<file path="config.mk">
export PLATFORM = sky130hd
export DESIGN_NAME = i2s_philips_tx
export DESIGN_NICKNAME = d
export VERILOG_FILES = /design/src/rtl/i2s_tx_pkg.sv /design/src/rtl/i2s_tx_clkgen.sv /design/src/rtl/i2s_tx_frame.sv /design/src/rtl/i2s_tx_feed.sv /design/src/rtl/i2s_tx_shift.sv /design/src/rtl/i2s_philips_tx.sv
export SDC_FILE = /design/constraint.sdc
export NUM_CORES = 1
export LEC_CHECK = 0
export ABC_CLOCK_PERIOD_IN_PS = 3500
export BUFFER_PORTS_ARGS = -buffer_cell sky130_fd_sc_hd__buf_2
export CAP_MARGIN = 20
export CELL_PAD_IN_SITES_DETAIL_PLACEMENT = 0
export CELL_PAD_IN_SITES_GLOBAL_PLACEMENT = 1
export CORE_AREA = 3 3 72 74
export DETAILED_ROUTE_END_ITERATION = 6
export DIE_AREA = 0 0 75 77
export PLACE_DENSITY_LB_ADDON = 0.1
export SLEW_MARGIN = 20
export SYNTH_ARGS = -nofsm -noshare
export SYNTH_HDL_FRONTEND = slang
export SYNTH_HIERARCHICAL = 1
export SYNTH_SLANG_ARGS = --single-unit
</file>
<file path="constraint.sdc">
create_clock -name clk -period 3.5 [get_ports clk]
set_input_delay 0.175 -clock clk [delete_from_list [all_inputs] [get_ports clk]]
set_output_delay 0.175 -clock clk [all_outputs]
set_load 0.1 [all_outputs]
</file>
<file path="src/rtl/i2s_tx_pkg.sv">
package i2s_tx_pkg;
  typedef enum logic [1:0] {
    PK_16IN32 = 2'b00,
    PK_24IN32 = 2'b01,
    PK_32     = 2'b10,
    PK_32B    = 2'b11
  } pack_mode_e;

  localparam int unsigned HALF_W = 16;
  localparam int unsigned SLOT_W = 32;
endpackage

</file>
<file path="src/rtl/i2s_tx_clkgen.sv">
module i2s_tx_clkgen #(
  parameter int unsigned HALF_DIV = 2
) (
  input  logic clk,
  input  logic rst_n,
  input  logic run,
  output logic sck,
  output logic fall_tick
);
  localparam int unsigned CW = (HALF_DIV > 1) ? $clog2(HALF_DIV) : 1;
  localparam logic [CW-1:0] CNT_LAST = CW'(HALF_DIV - 1);

  logic [CW-1:0] cnt_q, cnt_d;
  logic          sck_q, sck_d;
  logic          tick;

  assign tick = run && (cnt_q == CNT_LAST);

  always_comb begin
    cnt_d = cnt_q;
    sck_d = sck_q;
    if (!run) begin
      cnt_d = '0;
      sck_d = 1'b0;
    end else if (tick) begin
      cnt_d = '0;
      sck_d = ~sck_q;
    end else begin
      cnt_d = cnt_q + 1'b1;
    end
  end

  always_ff @(posedge clk or negedge rst_n) begin
    if (!rst_n) begin
      cnt_q <= '0;
      sck_q <= 1'b0;
    end else begin
      cnt_q <= cnt_d;
      sck_q <= sck_d;
    end
  end

  assign sck       = sck_q;
  assign fall_tick = tick && sck_q;

  AST_SCK_IDLE_LOW: assert property (@(posedge clk) disable iff (!rst_n)
    !run |=> !sck_q);
endmodule

</file>
<file path="src/rtl/i2s_tx_frame.sv">
module i2s_tx_frame #(
  parameter int unsigned SLOT_W = 32,
  parameter int unsigned HALF_W = 16
) (
  input  logic clk,
  input  logic rst_n,
  input  logic run,
  input  logic fall_tick,
  output logic [$clog2(2*SLOT_W)-1:0] pos,
  output logic ws,
  output logic half_load,
  output logic second_half
);
  localparam int unsigned FRAME_W = 2 * SLOT_W;
  localparam int unsigned PW      = $clog2(FRAME_W);
  localparam int unsigned HB      = $clog2(HALF_W);
  localparam logic [PW-1:0] WS_HI_FIRST = PW'(SLOT_W - 1);
  localparam logic [PW-1:0] WS_HI_LAST  = PW'(FRAME_W - 2);

  logic [PW-1:0] pos_q, pos_d;
  logic          ws_q, ws_d;

  always_comb begin
    pos_d = pos_q;
    ws_d  = ws_q;
    if (!run) begin
      pos_d = '0;
      ws_d  = 1'b0;
    end else if (fall_tick) begin
      pos_d = pos_q + 1'b1;
      ws_d  = (pos_q >= WS_HI_FIRST) && (pos_q <= WS_HI_LAST);
    end
  end

  always_ff @(posedge clk or negedge rst_n) begin
    if (!rst_n) begin
      pos_q <= '0;
      ws_q  <= 1'b0;
    end else begin
      pos_q <= pos_d;
      ws_q  <= ws_d;
    end
  end

  assign pos         = pos_q;
  assign ws          = ws_q;
  assign half_load   = fall_tick && (pos_q[HB-1:0] == '0);
  assign second_half = pos_q[HB];

  AST_WS_RISE_SLOT: assert property (@(posedge clk) disable iff (!rst_n)
    $rose(ws_q) |-> (pos_q == PW'(SLOT_W)));
  AST_WS_FALL_FRAME: assert property (@(posedge clk) disable iff (!rst_n)
    (run && $fell(ws_q)) |-> (pos_q == '0));
endmodule

</file>
<file path="src/rtl/i2s_tx_feed.sv">
module i2s_tx_feed
  import i2s_tx_pkg::*;
(
  input  logic              clk,
  input  logic              rst_n,
  input  logic              run,
  input  pack_mode_e        pmode,
  input  logic              wr_en,
  input  logic [HALF_W-1:0] wr_data,
  input  logic              half_load,
  input  logic              second_half,
  output logic [HALF_W-1:0] half_word,
  output logic              tx_empty,
  output logic              ch_side,
  output logic              underrun
);
  localparam int unsigned BYTE_W = HALF_W / 2;

  logic [HALF_W-1:0] hold_q, hold_d;
  logic              full_q, full_d;
  logic              side_q, side_d;
  logic              wpart_q, wpart_d;
  logic              urun_q, urun_d;
  logic              need_hold, wr_acc, pad16, narrow;
  logic [HALF_W-1:0] src;

  assign pad16     = (pmode == PK_16IN32);
  assign narrow    = (pmode == PK_24IN32);
  assign need_hold = half_load && (!second_half || !pad16);
  assign wr_acc    = run && wr_en && !full_q;

  always_comb begin
    src = '0;
    if (need_hold && full_q) src = hold_q;
    if (narrow && second_half) src = {src[HALF_W-1:BYTE_W], {BYTE_W{1'b0}}};
  end

  always_comb begin
    hold_d  = hold_q;
    full_d  = full_q;
    side_d  = side_q;
    wpart_d = wpart_q;
    urun_d  = urun_q;
    if (!run) begin
      full_d  = 1'b0;
      side_d  = 1'b0;
      wpart_d = 1'b0;
      urun_d  = 1'b0;
    end else begin
      if (need_hold && full_q) full_d = 1'b0;
      if (need_hold && !full_q) urun_d = 1'b1;
      if (wr_acc) begin
        hold_d = wr_data;
        full_d = 1'b1;
        if (pad16) begin
          side_d = ~side_q;
        end else begin
          wpart_d = ~wpart_q;
          if (wpart_q) side_d = ~side_q;
        end
      end
    end
  end

  always_ff @(posedge clk or negedge rst_n) begin
    if (!rst_n) begin
      hold_q  <= '0;
      full_q  <= 1'b0;
      side_q  <= 1'b0;
      wpart_q <= 1'b0;
      urun_q  <= 1'b0;
    end else begin
      hold_q  <= hold_d;
      full_q  <= full_d;
      side_q  <= side_d;
      wpart_q <= wpart_d;
      urun_q  <= urun_d;
    end
  end

  assign half_word = src;
  assign tx_empty  = !full_q;
  assign ch_side   = side_q;
  assign underrun  = urun_q;

  AST_HOLD_KEPT_FULL: assert property (@(posedge clk) disable iff (!rst_n)
    (run && full_q && wr_en) |=> $stable(hold_q));
  AST_TXE_ON_MOVE: assert property (@(posedge clk) disable iff (!rst_n)
    (run && need_hold && full_q && !wr_en) |=> tx_empty);
  AST_URUN_STICKY: assert property (@(posedge clk) disable iff (!rst_n)
    (urun_q && run) |=> urun_q);
endmodule

</file>
<file path="src/rtl/i2s_tx_shift.sv">
module i2s_tx_shift #(
  parameter int unsigned HALF_W = 16
) (
  input  logic              clk,
  input  logic              rst_n,
  input  logic              run,
  input  logic              fall_tick,
  input  logic              half_load,
  input  logic [HALF_W-1:0] half_word,
  output logic              sd
);
  logic [HALF_W-1:0] sh_q, sh_d;
  logic              sd_q, sd_d;

  always_comb begin
    sh_d = sh_q;
    sd_d = sd_q;
    if (!run) begin
      sh_d = '0;
      sd_d = 1'b0;
    end else if (fall_tick) begin
      if (half_load) begin
        sd_d = half_word[HALF_W-1];
        sh_d = {half_word[HALF_W-2:0], 1'b0};
      end else begin
        sd_d = sh_q[HALF_W-1];
        sh_d = {sh_q[HALF_W-2:0], 1'b0};
      end
    end
  end

  always_ff @(posedge clk or negedge rst_n) begin
    if (!rst_n) begin
      sh_q <= '0;
      sd_q <= 1'b0;
    end else begin
      sh_q <= sh_d;
      sd_q <= sd_d;
    end
  end

  assign sd = sd_q;
endmodule

</file>
<file path="src/rtl/i2s_philips_tx.sv">
module i2s_philips_tx
  import i2s_tx_pkg::*;
#(
  parameter int unsigned HALF_DIV = 2
) (
  input  logic        clk,
  input  logic        rst_n,
  input  logic        enable,
  input  logic [1:0]  mode,
  input  logic        wr_en,
  input  logic [15:0] wr_data,
  output logic        sck,
  output logic        ws,
  output logic        sd,
  output logic        tx_empty,
  output logic        ch_side,
  output logic        underrun
);
  localparam int unsigned PW = $clog2(2 * SLOT_W);

  pack_mode_e        pmode;
  logic              fall_tick, half_load, second_half;
  logic [PW-1:0]     pos;
  logic [HALF_W-1:0] half_word;

  assign pmode = pack_mode_e'(mode);

  i2s_tx_clkgen #(.HALF_DIV(HALF_DIV)) u_clk (
    .clk(clk), .rst_n(rst_n), .run(enable),
    .sck(sck), .fall_tick(fall_tick)
  );

  i2s_tx_frame #(.SLOT_W(SLOT_W), .HALF_W(HALF_W)) u_frame (
    .clk(clk), .rst_n(rst_n), .run(enable), .fall_tick(fall_tick),
    .pos(pos), .ws(ws), .half_load(half_load), .second_half(second_half)
  );

  i2s_tx_feed u_feed (
    .clk(clk), .rst_n(rst_n), .run(enable), .pmode(pmode),
    .wr_en(wr_en), .wr_data(wr_data),
    .half_load(half_load), .second_half(second_half),
    .half_word(half_word), .tx_empty(tx_empty),
    .ch_side(ch_side), .underrun(underrun)
  );

  i2s_tx_shift #(.HALF_W(HALF_W)) u_shift (
    .clk(clk), .rst_n(rst_n), .run(enable), .fall_tick(fall_tick),
    .half_load(half_load), .half_word(half_word), .sd(sd)
  );

  AST_SD_ON_FALL: assert property (@(posedge clk) disable iff (!rst_n)
    (enable && $past(enable) && !$stable(sd)) |-> ($past(sck) && !sck));
  AST_WS_ON_FALL: assert property (@(posedge clk) disable iff (!rst_n)
    (enable && $past(enable) && !$stable(ws)) |-> ($past(sck) && !sck));
  AST_PAD16_ZERO: assert property (@(posedge clk) disable iff (!rst_n)
    (enable && $past(enable) && $past(fall_tick) && $past(pos[4])
     && (pmode == PK_16IN32) && $stable(mode)) |-> !sd);
  AST_PAD24_ZERO: assert property (@(posedge clk) disable iff (!rst_n)
    (enable && $past(enable) && $past(fall_tick) && $past(pos[4:3] == 2'b11)
     && (pmode == PK_24IN32) && $stable(mode)) |-> !sd);
endmodule

</file>
Word-level counts from Yosys, hierarchy flattened

Cells that the tools add are included.

Bits in latches: 0
Register bits after elaboration: 46
Memories: 0
Bits in read-only memories: 0
Bits of input ports: 22
Memory bits (writable): 0
Logic and storage cells: 73

Reductions and logical operators: 19
Bitwise operators: 3
Eq/ne operators: 8
Shift operators: 0
$lt $le $gt $ge: 2
$mul: 0
$add $sub $neg: 2
Divide/modulo/power cells: 0
Multiplexer cells: 28

Operators by type and width:

| operator              | count |
|---|---|
| $mux W16              | 4 |
| $mux W1               | 21 |
| $mux W6               | 2 |
| $logic_and A1 B1 Y1   | 10 |
| $mux W8               | 1 |
| $ne A2 B1 Y1 const B  | 4 |
| $add A6 B1 Y6 const B | 1 |
| $ge A6 B5 Y1 const B  | 1 |
| $le A6 B6 Y1 const B  | 1 |
| $ne A3 B1 Y1 const B  | 2 |
| $reduce_and A2 Y1     | 3 |
| $logic_not A4 Y1      | 1 |
| $logic_not A1 Y1      | 3 |
| $not A1 Y1            | 3 |
| $eq A2 B1 Y1 const B  | 1 |
| $logic_not A2 Y1      | 1 |
| $ne A2 B2 Y1 const B  | 1 |
| $add A1 B1 Y1 const B | 1 |
| $logic_or A1 B1 Y1    | 1 |

Longest topological paths before layout

Gate-level depths: netlist of the first run.

Word-level depth: 10
Mapped depth: 8
Mapped depth without buffers: 8

Modules after synthesis

The synthesis of the first run kept the hierarchy.

By module, submodules not included:

| module        | cells each | instances | area each (sq um) |
|---|---|---|---|
| i2s_tx_feed   | 74         | 1         | 968.4 |
| i2s_tx_shift  | 70         | 1         | 769.5 |
| i2s_tx_frame  | 39         | 1         | 400.4 |
| i2s_tx_clkgen | 6          | 1         | 81.3 |

Worst setup path after synthesis of the first run

OpenSTA, ideal clock, no wires.

Path type: flip-flop to flip-flop
Start point: register u_clk.sck_q, in the netlist u_clk/sck
End point: register u_shift.sh_q[1]
Arrival: 2286 ps
Setup slack: 1130 ps
Stages on the path, launching flop included: 9
Required time: 3416 ps
Setup time: 84 ps
Period minus slack after synthesis: 2370 ps
Path through: dfrtp_1 -> and3_2 -> buf_6 -> and4bb_2 -> nand2_1 -> a21oi_2 -> and2_1 -> nand3_1 -> a21boi_0

Cells in the longest elaborated chain, start to end: 9

Ends and longest elaborated chain:

| element                  | RTL line             | source |
|---|---|---|
| start: declaration       | i2s_tx_clkgen.sv:14  | `logic sck_q, sck_d;` |
| start signal: assignment | i2s_tx_clkgen.sv:39  | `sck_q <= sck_d;` |
| $logic_and A1 B1 Y1      | i2s_tx_clkgen.sv:44  | `assign fall_tick = tick && sck_q;` |
| named net fall_tick      | i2s_philips_tx.sv:22 | `logic fall_tick, half_load, second_half;` |
| $logic_and A1 B1 Y1      | i2s_tx_frame.sv:47   | `assign half_load = fall_tick && (pos_q[HB-1:0] == '0);` |
| named net half_load      | i2s_philips_tx.sv:22 |  |
| $logic_and A1 B1 Y1      | i2s_tx_feed.sv:29    | `assign need_hold = half_load && (!second_half \|\| !pad16);` |
| $logic_and A1 B1 Y1      | i2s_tx_feed.sv:34    | `if (need_hold && full_q) src = hold_q;` |
| $mux W16                 | i2s_tx_feed.sv:34    |  |
| $mux W8                  | i2s_tx_feed.sv:35    | `if (narrow && second_half) src = {src[HALF_W-1:BYTE_W], {BYTE_W{1'b0}}};` |
| named net half_word[0]   | i2s_philips_tx.sv:24 | `logic [HALF_W-1:0] half_word;` |
| $mux W16                 | i2s_tx_shift.sv:22   | `if (half_load) begin` |
| $mux W16                 | i2s_tx_shift.sv:21   | `end else if (fall_tick) begin` |
| $mux W16                 | i2s_tx_shift.sv:18   | `if (!run) begin` |
| end signal: assignment   | i2s_tx_shift.sv:34   | `sh_q <= '0;` |
| end signal: assignment   | i2s_tx_shift.sv:37   | `sh_q <= sh_d;` |
| end: declaration         | i2s_tx_shift.sv:12   | `logic [HALF_W-1:0] sh_q, sh_d;` |

The timed path passes the listed nets, and every way through them passes these cells. The select of a mux whose other input is x is not followed.
A chain may end at the register's enable or synchronous reset.

Worst setup path in the final report of the first run

Start point: register u_frame.pos_q[0], in the netlist u_frame/pos[0]
End point: register u_shift.sh_q[12]

Cells in the longest elaborated chain, start to end: 8

Ends and longest elaborated chain:

| element                  | RTL line             | source |
|---|---|---|
| start: declaration       | i2s_tx_frame.sv:20   | `logic [PW-1:0] pos_q, pos_d;` |
| start signal: assignment | i2s_tx_frame.sv:40   | `pos_q <= pos_d;` |
| $logic_not A4 Y1         | i2s_tx_frame.sv:47   |  |
| $logic_and A1 B1 Y1      | i2s_tx_frame.sv:47   |  |
| named net half_load      | i2s_philips_tx.sv:22 |  |
| $logic_and A1 B1 Y1      | i2s_tx_feed.sv:29    |  |
| $logic_and A1 B1 Y1      | i2s_tx_feed.sv:34    |  |
| $mux W16                 | i2s_tx_feed.sv:34    |  |
| named net half_word[11]  | i2s_philips_tx.sv:24 |  |
| $mux W16                 | i2s_tx_shift.sv:22   |  |
| $mux W16                 | i2s_tx_shift.sv:21   |  |
| $mux W16                 | i2s_tx_shift.sv:18   |  |

The timed path passes the listed nets, and every way through them passes these cells. The select of a mux whose other input is x is not followed.

==> results.py, run 1 <==
metrics = {
    "outcome": {
        "result_of_the_run": "finished, final reports clean",
    },
    "timing": {
        "tns_ns": 0,
        "timing.final.crit_share_pct": 67.0,
        "rsz0062_at_grt": "false",
        "period_needed_ns": 2.34,
        "slew_viol_final": 0,
        "max-slew-margin-rel_pct": 60.4,
        "fin_hold_ws_ns": 0.113,
        "timing.final.setup_violations": 0,
        "final_hold_viol_count": 0,
        "worst_clock_skew_ns": 0.00324,
        "max_clock_freq_ghz": 0.426,
        "tightest_slew_ns": 0.594,
    },
    "finish": {
        "share_of_final_layout_standard_cells_stronger_than_drive_strength_1_pct": 26.9,
        "design.final.nets": 241,
        "combined_area_of_the_multi_input_logic_cells_um2": 991,
        "layout_filler_cell_count": 421,
        "area.growth.synth_to_final_pct": 10.5,
        "antenna-diode-count": 0,
        "sequential_cell_area_um2": 1130,
    },
    "worst_setup_path": {
        "timing_worst_setup_path_type": "flip-flop to flip-flop",
        "path_cells": "inv_1 > ha_1 > and4bb_2 > nand2_1 > a21oi_2 > and2_1 > mux2i_1 > a21oi_1",
        "crit_path_max_incr_delay_ns": 0.63,
        "cp_max_fo": 18,
        "path_delay_family": "simple AND/OR/NAND/NOR gates",
        "critical_path_buffers_and_inverters": 1,
        "cp_data_arrival_time_ns": 2.55,
        "endpoint_kind": "flip-flop",
        "slowest_stage": "sky130_fd_sc_hd__and4bb_2",
        "cp-start-kind": "flip-flop",
        "endpoint_required_time_on_the_critical_path_ns": 3.71,
    },
    "synthesis": {
        "synthesis.area_per_instance_um2": 11.8,
        "synthesis.area_um2": 2210,
        "synthesis.instances": 188,
        "synth.yosys.warnings": 6,
        "syn-num-nets": 213,
    },
    "clocking": {
        "cts_buffers": 5,
        "clkTransAtPathRegs_ns": 0.08,
        "clock_insertion_delay_worst_skew_ns": 0.29,
        "htree_num_levels": 2,
        "cts_root_buf": "sky130_fd_sc_hd__clkbuf_8",
        "cts_tree": "done",
        "cts_buffer_depth": 2,
        "ctsResizeCount": 0,
        "cts_sink_count": 45,
    },
    "floorplanning": {
        "core_area_um2": 4660,
        "die_width_um": 75,
        "ioPinCount": 28,
        "start_util_pct": 47.5,
        "die_area_um2": 5780,
        "num_rows": 25,
        "dieHeight_um": 77,
    },
    "global_route": {
        "grt_antenna_before_repair": 0,
        "grt_first_pass_wirelength_um": 7040,
        "maximum_number_of_pins_on_one_net_before_global_route_repair": 46,
        "globalRouteTotalUtil_pct": 15.7,
        "number_of_global_route_vias_before_repair": 1507,
        "grt_overflow": 0,
    },
    "drt": {
        "vias": 1423,
        "firstDrtPassIters": 4,
        "routed_via_density": 5.27,
        "finalWirelength_um": 4010,
        "drt-initial-drc-count": 103,
        "final_antenna_net_count": 0,
        "drt_drc_violations_left": 0,
        "drt-wirelength-per-cell_um": 14.8,
    },
    "placed_design": {
        "hpwl_um": 2640,
        "buffer_ports.inserted": 27,
        "place_congestion": 0.751,
    },
    "power": {
        "switching_share_pct": 25.0,
        "power_per_cell_area_nw_per_um2": 432,
        "power.clock.fraction_pct": 30.0,
        "total_leakage_power_nw": 1.14,
        "irDropWorstVdd_mv": 0.236,
        "seq_power_share_pct": 56.1,
        "power.internal_mw": 0.793,
        "p_sw_mw": 0.265,
        "p_comb_share_pct": 13.9,
        "fin_total_pwr_mw": 1.06,
    },
    "min_path": {
        "worst_hold_path_type": "primary input to flip-flop",
    },
    "job": {
        "drv.max_cap_violation_count": 0,
    },
}
worst paths after layout:
check / slack, ns / from / to / cells after the start
max: 1.16 / u_frame/pos[0] / u_shift/sh_q[12] / 8
max reg2reg: 1.16 / u_frame/pos[0] / u_shift/sh_q[12] / 8
min: 0.11 / wr_data[13] / u_feed/hold_q[13] / 2
min reg2reg: 0.50 / u_feed/hold_q[11] / u_feed/hold_q[11] / 1
min in group asynchronous: 0.42 / rst_n / u_feed/hold_q[9] / 2
max in group asynchronous: 2.69 / rst_n / u_frame/ws / 2
per-layer routing:
layer  up-vias  GRT usage [%]  part of all wire [%]
li1        706              -                     -
met1       696           21.1                    47
met2        16           24.7                    49
met3         5           3.93                   2.5
met4         0           4.80                   1.4
met5         -              0                     0
state kept, by name (all words and copies together), names as in the netlist:
| name | flops |
|---|---|
| u_feed/underrun | 1 |
| u_shift/sd | 1 |
| u_clk/cnt_q | 1 |
| u_frame/pos | 6 |
| u_clk/sck | 1 |
| u_feed/ch_side | 1 |
| u_shift/sh_q | 15 |
| u_frame/ws | 1 |
| u_feed/wpart_q | 1 |
| u_feed/full_q | 1 |
| u_feed/hold_q | 16 |
power by group through the flow:
| stage | Combinational [mW] | Sequential [mW] | Clock (mW) |
|---|---|---|---|
| floorplan | 0.0932 | 0.613 | 0 |
| finish | 0.147 | 0.593 | 0.317 |
| CTS | 0.148 | 0.594 | 0.337 |
| global route | 0.161 | 0.600 | 0.353 |
| global placement | 0.143 | 0.602 | 0 |
| detailed placement | 0.147 | 0.604 | 0 |
placed cells by master (no fill, tap or decap), types with 2 or more instances in the layout:
master                     instances
sky130_fd_sc_hd__a21oi_2           2
sky130_fd_sc_hd__buf_2            26
sky130_fd_sc_hd__nand2_1           4
sky130_fd_sc_hd__o21ai_0          18
sky130_fd_sc_hd__xor2_1            4
sky130_fd_sc_hd__mux2_2            6
sky130_fd_sc_hd__nor2_1            7
sky130_fd_sc_hd__nand2b_1          5
sky130_fd_sc_hd__nand3_1           2
sky130_fd_sc_hd__mux2_4           10
sky130_fd_sc_hd__or3_1             2
sky130_fd_sc_hd__nand4_1           2
sky130_fd_sc_hd__mux2i_1          17
sky130_fd_sc_hd__and2_1           17
sky130_fd_sc_hd__inv_1             5
sky130_fd_sc_hd__dfrtp_1          45
sky130_fd_sc_hd__buf_4             2
sky130_fd_sc_hd__a21oi_1          18
sky130_fd_sc_hd__clkbuf_8          6
sky130_fd_sc_hd__ha_1              3
through the flow:
step	cell area, µm²	std cells	setup slack, ns	utilization (%)
2_1_floorplan	2210	188	1.13	-
3_3_place_gp	2350	262	1.06	50.3
3_5_place_dp	2350	262	0.998	50.3
4_1_cts	2430	269	1.11	52.2
5_1_grt	2440	270	0.866	52.5
6_report	2440	270	1.16	52.5
timing repair:
item                       CTS  global route
hold buffers                 0             1
setup endpoints to repair    0             0
hold endpoints to repair     0            45
setup buffers                0             0
layout make-up:
cell class | instances | share of cell area (%)
tap | 54 | 2.76
multi-input combinational | 130 | 40.5
sequential | 45 | 46.1
clock buffer | 7 | 3.53
inverter | 5 | 0.768
timing repair buffer | 29 | 6.35
(Power assumes the default switching activity.)
==> run 2: changes to the inputs <==
--- a/config.mk
+++ b/config.mk
@@ -5,14 +5,14 @@
 export SDC_FILE = /design/constraint.sdc
 export NUM_CORES = 1
 export LEC_CHECK = 0
-export ABC_CLOCK_PERIOD_IN_PS = 3500
+export ABC_CLOCK_PERIOD_IN_PS = 2200
 export BUFFER_PORTS_ARGS = -buffer_cell sky130_fd_sc_hd__buf_2
 export CAP_MARGIN = 20
 export CELL_PAD_IN_SITES_DETAIL_PLACEMENT = 0
 export CELL_PAD_IN_SITES_GLOBAL_PLACEMENT = 1
-export CORE_AREA = 3 3 72 74
+export CORE_AREA = 3 3 74 76
 export DETAILED_ROUTE_END_ITERATION = 6
-export DIE_AREA = 0 0 75 77
+export DIE_AREA = 0 0 77 79
 export PLACE_DENSITY_LB_ADDON = 0.1
 export SLEW_MARGIN = 20
 export SYNTH_ARGS = -nofsm -noshare
==> constraint.sdc (replaced) <==
create_clock -name clk -period 2.2 [get_ports clk]
set_input_delay 0.11 -clock clk [delete_from_list [all_inputs] [get_ports clk]]
set_output_delay 0.11 -clock clk [all_outputs]
set_load 0.1 [all_outputs]
==> run 2 against run 1 <==
Against the previous run:
- critical path depth stayed put
- first-iteration DRC count fell by 26%
- combinational power increased by 64%
- worst setup slack got worse by 0.83 ns
- wire length rose by 5.5%
- cell area increased by 3.1%
- largest power group unchanged
- largest cell class unchanged
- final cell count up 6.3%
==> results.py, run 2 (synthesis gave the netlist of run 1 again) <==
metrics = {
    "outcome": {
        "result_of_the_run": "finished, final reports clean",
    },
    "finish": {
        "antenna-diode-count": 0,
        "max_flop_register": "u_feed/hold_q",
        "design.final.nets": 244,
        "share_of_final_layout_standard_cells_stronger_than_drive_strength_1_pct": 28.6,
        "layout_filler_cell_count": 430,
        "largest_register_ffs": 16,
        "most_common_cell_after_layout_fill_and_taps_aside": "sky130_fd_sc_hd__dfrtp_1",
        "utilization_pct": 52.7,
        "area.growth.synth_to_final_pct": 13.9,
        "top_library_cells_by_usage_in_the_layout_fill_and_taps_aside": "sky130_fd_sc_hd__dfrtp_1, sky130_fd_sc_hd__buf_2, sky130_fd_sc_hd__o21ai_0, sky130_fd_sc_hd__a21oi_1",
    },
    "power": {
        "irDropWorstVdd_mv": 0.394,
        "switching_share_pct": 25.1,
        "seq_power_share_pct": 52.1,
        "p_comb_share_pct": 13.3,
        "power.clock.fraction_pct": 34.6,
        "total_leakage_power_nw": 1.17,
        "power.internal_mw": 1.36,
        "power_per_cell_area_nw_per_um2": 719,
        "p_sw_mw": 0.454,
    },
    "clocking": {
        "clkTransAtPathRegs_ns": 0.09,
        "cts_buffers": 5,
        "clock_insertion_delay_worst_skew_ns": 0.30,
        "cts_buffer_depth": 2,
        "cts_tree": "done",
        "cts_sink_count": 45,
        "post_cts.repair.setup_buffers": 0,
        "ctsResizeCount": 0,
        "hold_buffers": 1,
        "cts_root_buf": "sky130_fd_sc_hd__clkbuf_8",
        "htree_num_levels": 2,
    },
    "floorplanning": {
        "dieHeight_um": 79,
        "num_rows": 25,
        "core_area_um2": 4790,
        "die_area_um2": 6080,
        "die_width_um": 77,
        "start_util_pct": 46.2,
        "ioPinCount": 28,
    },
    "timing": {
        "timing.final.crit_share_pct": 85.2,
        "tns_ns": 0,
        "final_hold_viol_count": 0,
        "period_needed_ns": 1.87,
        "rsz0062_at_grt": "false",
        "worst_clock_skew_ns": 0.00717,
        "tightest_slew_ns": 0.497,
        "timing.final.setup_violations": 0,
        "max-slew-margin-rel_pct": 67.1,
        "max_clock_freq_ghz": 0.533,
        "slew_viol_final": 0,
    },
    "drt": {
        "drt-wirelength-per-cell_um": 14.7,
        "firstDrtPassIters": 4,
        "drt-initial-drc-count": 76,
        "final_antenna_net_count": 0,
        "finalWirelength_um": 4230,
        "drt_drc_violations_left": 0,
        "routed_via_density": 5.04,
        "vias": 1447,
    },
    "placed_design": {
        "buffer_ports.inserted": 27,
        "place_congestion": 0.721,
        "hpwl_um": 2850,
    },
    "global_route": {
        "grt_first_pass_wirelength_um": 7190,
        "grt_overflow": 0,
        "globalRouteTotalUtil_pct": 15.1,
        "number_of_global_route_vias_before_repair": 1448,
        "grt_antenna_before_repair": 0,
        "maximum_number_of_pins_on_one_net_before_global_route_repair": 41,
    },
    "worst_setup_path": {
        "slowest_stage": "sky130_fd_sc_hd__dfrtp_1",
        "path_cells": "inv_1 > ha_1 > and4bb_2 > nand2_1 > a21oi_2 > and2_1 > nand3_1 > a21boi_0",
        "cp_max_fo": 8,
        "crit_path_max_incr_delay_ns": 0.46,
        "cp_data_arrival_time_ns": 2.10,
        "cp-start-kind": "flip-flop",
        "endpoint_required_time_on_the_critical_path_ns": 2.42,
        "endpoint_kind": "flip-flop",
        "timing_worst_setup_path_type": "flip-flop to flip-flop",
    },
    "min_path": {
        "worst_hold_path_type": "primary input to flip-flop",
    },
    "job": {
        "drv.max_cap_violation_count": 0,
    },
}
## run 2: cell types whose count changed in the layout (fill, tap and decap cells not counted)
cell                        change
sky130_fd_sc_hd__buf_12         +1
sky130_fd_sc_hd__buf_2          +1
sky130_fd_sc_hd__buf_4          +1
sky130_fd_sc_hd__bufinv_16      +1
sky130_fd_sc_hd__clkbuf_8       -1
sky130_fd_sc_hd__clkinv_4       +1
sky130_fd_sc_hd__dfrtp_1        -1
sky130_fd_sc_hd__dfrtp_2        +1
## run 2: worst paths after layout
| kind | start | endpoint | slack [ns] | depth (start not counted) |
|---|---|---|---|---|
| setup / recovery | u_frame/pos[0] | u_shift/sh_q[1] | 0.33 | 8 |
| hold / removal | wr_data[6] | u_feed/hold_q[6] | 0.03 | 2 |
| setup reg to reg | u_frame/pos[0] | u_shift/sh_q[1] | 0.33 | 8 |
| hold reg to reg | u_feed/underrun | u_feed/underrun | 0.49 | 1 |
| max in group asynchronous | rst_n | u_feed/hold_q[4] | 1.41 | 3 |
| min in group asynchronous | rst_n | u_shift/sh_q[14] | 0.28 | 2 |
## run 2: metrics by stage
stage	area [µm²]	cells	setup slack [ns]	hold WS, ns	power [mW]
floorplan	2210	188	0.131	-0.186	1.12
global placement	2400	278	0.409	0.0847	1.19
detailed placement	2400	278	0.323	0.0994	1.20
CTS	2520	287	0.299	0.0230	1.84
global route	2520	287	0.121	0.0167	1.90
finish	2520	287	0.325	0.0280	1.81
## run 2: critical path, delay by kind of cell, from the launching register on
family                     cells  cell delay [ns]
buffers and inverters          1             0.12
DFF                            1             0.46
and+or+nand+nor                4             0.57
AOI/OAI and AO/OA              2             0.50
adders and majority gates      1             0.14
## run 2: layer usage
layer / up-vias / track usage (%) / part of all wire, %
li1: 710 / - / -
met1: 695 / 20.3 / 49
met2: 37 / 23.5 / 45
met3: 5 / 4.99 / 4.9
met4: 0 / 4.27 / 0.88
met5: - / 0 / 0
## run 2: final cells by class
cell class                 count  area (µm²)  area share [%]
sequential                    45        1130            44.7
multi-input combinational    130         991            39.3
timing repair buffer          32         188            7.45
tap                           67        83.8            3.33
clock buffer                   6        72.6            2.88
clock inverter                 2        38.8            1.54
inverter                       5        18.8           0.745
## run 2: power groups by stage
stage	Combinational (mW)	Sequential (mW)	Clock (mW)
2_1_floorplan	0.148	0.975	0
3_3_place_gp	0.236	0.956	0
3_5_place_dp	0.244	0.959	0
4_1_cts	0.246	0.943	0.648
5_1_grt	0.264	0.953	0.684
6_report	0.241	0.943	0.627
==> run 3: changes to the inputs <==
--- a/config.mk
+++ b/config.mk
@@ -10,9 +10,10 @@
 export CAP_MARGIN = 20
 export CELL_PAD_IN_SITES_DETAIL_PLACEMENT = 0
 export CELL_PAD_IN_SITES_GLOBAL_PLACEMENT = 1
-export CORE_AREA = 3 3 74 76
+export CORE_AREA = 4 4 95 61
 export DETAILED_ROUTE_END_ITERATION = 6
-export DIE_AREA = 0 0 77 79
+export DIE_AREA = 0 0 99 65
+export GPL_TIMING_DRIVEN = 0
 export PLACE_DENSITY_LB_ADDON = 0.1
 export SLEW_MARGIN = 20
 export SYNTH_ARGS = -nofsm -noshare
==> run 3 against run 2 <==
Against the previous run:
- critical path depth stayed put
- final cell count up 0.70%
- hold slack better by 0.019 ns
- utilization fell by 1.3 points
- clock power down 19%
- via count is 1.8% higher
- sequential cell count did not move
- die area up 5.8%
- worst setup slack worse by 0.13 ns
- register-to-register slack got worse by 0.13 ns
- sequential share of layout area shrank 0.18 points
- clock-buffer cell count is 1 higher
- critical path type unchanged
- critical endpoint is now u_shift/sh_q[6]
==> results.py, run 3 (synthesis gave the netlist of run 1 again) <==
metrics = {
    "clocking": {
        "clkTransAtPathRegs_ns": 0.08,
        "cts_root_buf": "sky130_fd_sc_hd__clkbuf_8",
        "ctsResizeCount": 0,
        "clock_insertion_delay_worst_skew_ns": 0.29,
        "cts_buffers": 5,
        "cts_sink_count": 45,
        "htree_num_levels": 2,
        "cts_buffer_depth": 2,
        "cts_tree": "done",
    },
    "drt": {
        "firstDrtPassIters": 4,
        "drt-initial-drc-count": 58,
        "vias": 1473,
        "drt-wirelength-per-cell_um": 14.8,
        "routed_via_density": 5.10,
        "final_antenna_net_count": 0,
        "drt_drc_violations_left": 0,
        "finalWirelength_um": 4280,
    },
    "timing": {
        "tns_ns": 0,
        "period_needed_ns": 2.00,
        "slew_viol_final": 0,
        "timing.final.setup_violations": 0,
        "max_clock_freq_ghz": 0.499,
        "timing.final.crit_share_pct": 91.1,
        "rsz0062_at_grt": "false",
        "max-slew-margin-rel_pct": 61.4,
        "final_hold_viol_count": 0,
        "worst_clock_skew_ns": 0.00392,
        "tightest_slew_ns": 0.579,
    },
    "finish": {
        "design.final.nets": 248,
        "max_flop_register": "u_feed/hold_q",
        "utilization_pct": 51.3,
        "share_of_final_layout_standard_cells_stronger_than_drive_strength_1_pct": 29.1,
        "layout_filler_cell_count": 456,
        "largest_register_ffs": 16,
        "most_common_cell_after_layout_fill_and_taps_aside": "sky130_fd_sc_hd__dfrtp_1",
        "area.growth.synth_to_final_pct": 14.4,
        "antenna-diode-count": 0,
        "top_library_cells_by_usage_in_the_layout_fill_and_taps_aside": "sky130_fd_sc_hd__dfrtp_1, sky130_fd_sc_hd__buf_2, sky130_fd_sc_hd__o21ai_0, sky130_fd_sc_hd__a21oi_1",
    },
    "job": {
        "drv.max_cap_violation_count": 0,
    },
    "floorplanning": {
        "dieHeight_um": 65,
        "die_area_um2": 6440,
        "start_util_pct": 44.9,
        "num_rows": 20,
        "die_width_um": 99,
        "core_area_um2": 4930,
        "ioPinCount": 28,
    },
    "min_path": {
        "whs_endpoint": "u_feed/hold_q[6]",
        "worst_hold_startpoint": "wr_data[6]",
        "min_delay_path_depth": 2,
        "worst_hold_path_type": "primary input to flip-flop",
    },
    "worst_setup_path": {
        "reg2regPathDepth": 8,
        "timing_worst_setup_path_type": "flip-flop to flip-flop",
        "cp_max_fo": 9,
        "cp_data_arrival_time_ns": 2.22,
        "r2r_slack_ns": 0.20,
        "endpoint_required_time_on_the_critical_path_ns": 2.41,
        "cp-start-kind": "flip-flop",
        "crit-reg2reg-launch": "u_clk/sck",
        "endpoint_kind": "flip-flop",
        "r2r-end": "u_shift/sh_q[6]",
    },
    "global_route": {
        "maximum_number_of_pins_on_one_net_before_global_route_repair": 46,
        "grt_first_pass_wirelength_um": 7250,
        "grt_overflow": 0,
        "number_of_global_route_vias_before_repair": 1453,
        "globalRouteTotalUtil_pct": 14.7,
        "grt_antenna_before_repair": 0,
    },
    "placed_design": {
        "hpwl_um": 3030,
        "buffer_ports.inserted": 27,
        "place_congestion": 0.797,
    },
    "power": {
        "power_per_cell_area_nw_per_um2": 670,
        "total_leakage_power_nw": 1.17,
        "irDropWorstVdd_mv": 0.311,
    },
    "outcome": {
        "result_of_the_run": "finished, final reports clean",
    },
}
## run 3: cell types whose count changed in the layout (fill, tap and decap cells not counted), sizes merged
cell / before / now
buf: 31 / 34
bufinv: 1 / 0
clkbuf: 6 / 8
clkinv: 1 / 0
## run 3: how the worst max path moves through the flow
stage	startpoint	end	slack, ns
after floorplan	u_clk/sck	u_shift/sh_q[1]	0.13
after global placement	enable	u_shift/sh_q[1]	0.16
after detailed placement	enable	u_shift/sh_q[1]	0.13
after CTS	u_clk/sck	u_shift/sh_q[1]	0.18
after global routing	u_clk/sck	u_shift/sh_q[10]	0.01
final	u_clk/sck	u_shift/sh_q[6]	0.20
## run 3: area by class of cell
type	count	area (µm²)	share of cell area, %
Sequential cell	45	1130	44.6
Clock buffer	7	86.3	3.41
Timing Repair Buffer	28	148	5.84
Tap cell	66	82.6	3.26
Buffer	8	76.3	3.02
Multi-Input combinational cell	130	991	39.2
Inverter	5	18.8	0.742
## run 3: power breakdown
| part | leakage, nW | total (mW) | switching, mW | internal [mW] |
|---|---|---|---|---|
| Clock | 0.0443 | 0.508 | 0.259 | 0.249 |
| Combinational | 0.545 | 0.245 | 0.126 | 0.118 |
| Sequential | 0.585 | 0.943 | 0.0426 | 0.901 |
| Total | 1.17 | 1.70 | 0.428 | 1.27 |
## run 3: critical path, cell delays in order, from the launching register on
cell and delay, ns:
sky130_fd_sc_hd__dfrtp_2 0.38, sky130_fd_sc_hd__and3_2 0.25, sky130_fd_sc_hd__buf_6 0.15, sky130_fd_sc_hd__and4bb_2 0.28
sky130_fd_sc_hd__nand2_1 0.10, sky130_fd_sc_hd__a21oi_2 0.34, sky130_fd_sc_hd__and2_1 0.18, sky130_fd_sc_hd__mux2i_1 0.07
sky130_fd_sc_hd__a21oi_1 0.17
## run 3: per-layer routing
| layer | share of wire [%] | global-route usage, % | vias up |
|---|---|---|---|
| li1 | - | - | 726 |
| met1 | 52 | 22.1 | 701 |
| met2 | 40 | 20.1 | 42 |
| met3 | 6.9 | 4.30 | 4 |
| met4 | 0.82 | 4.60 | 0 |
| met5 | 0 | 0 | - |
## run 3: stage by stage
stage	setup slack [ns]	total power, mW	instance area [µm²]	instances	hold WS, ns
2_1_floorplan	0.131	1.12	2210	188	-0.186
3_3_place_gp	0.162	1.19	2430	281	0.319
3_5_place_dp	0.129	1.21	2430	281	0.339
4_1_cts	0.182	1.72	2520	288	0.0164
5_1_grt	0.0124	1.79	2530	289	0.0334
6_report	0.196	1.70	2530	289	0.0466
## run 3: what timing repair did
| action | 4_1_cts | 5_1_grt |
|---|---|---|
| hold buffers | 0 | 1 |
| endpoints found under the hold margin | 0 | 45 |
| endpoints found under the setup margin | 0 | 0 |
| buffers inserted | 0 | 0 |
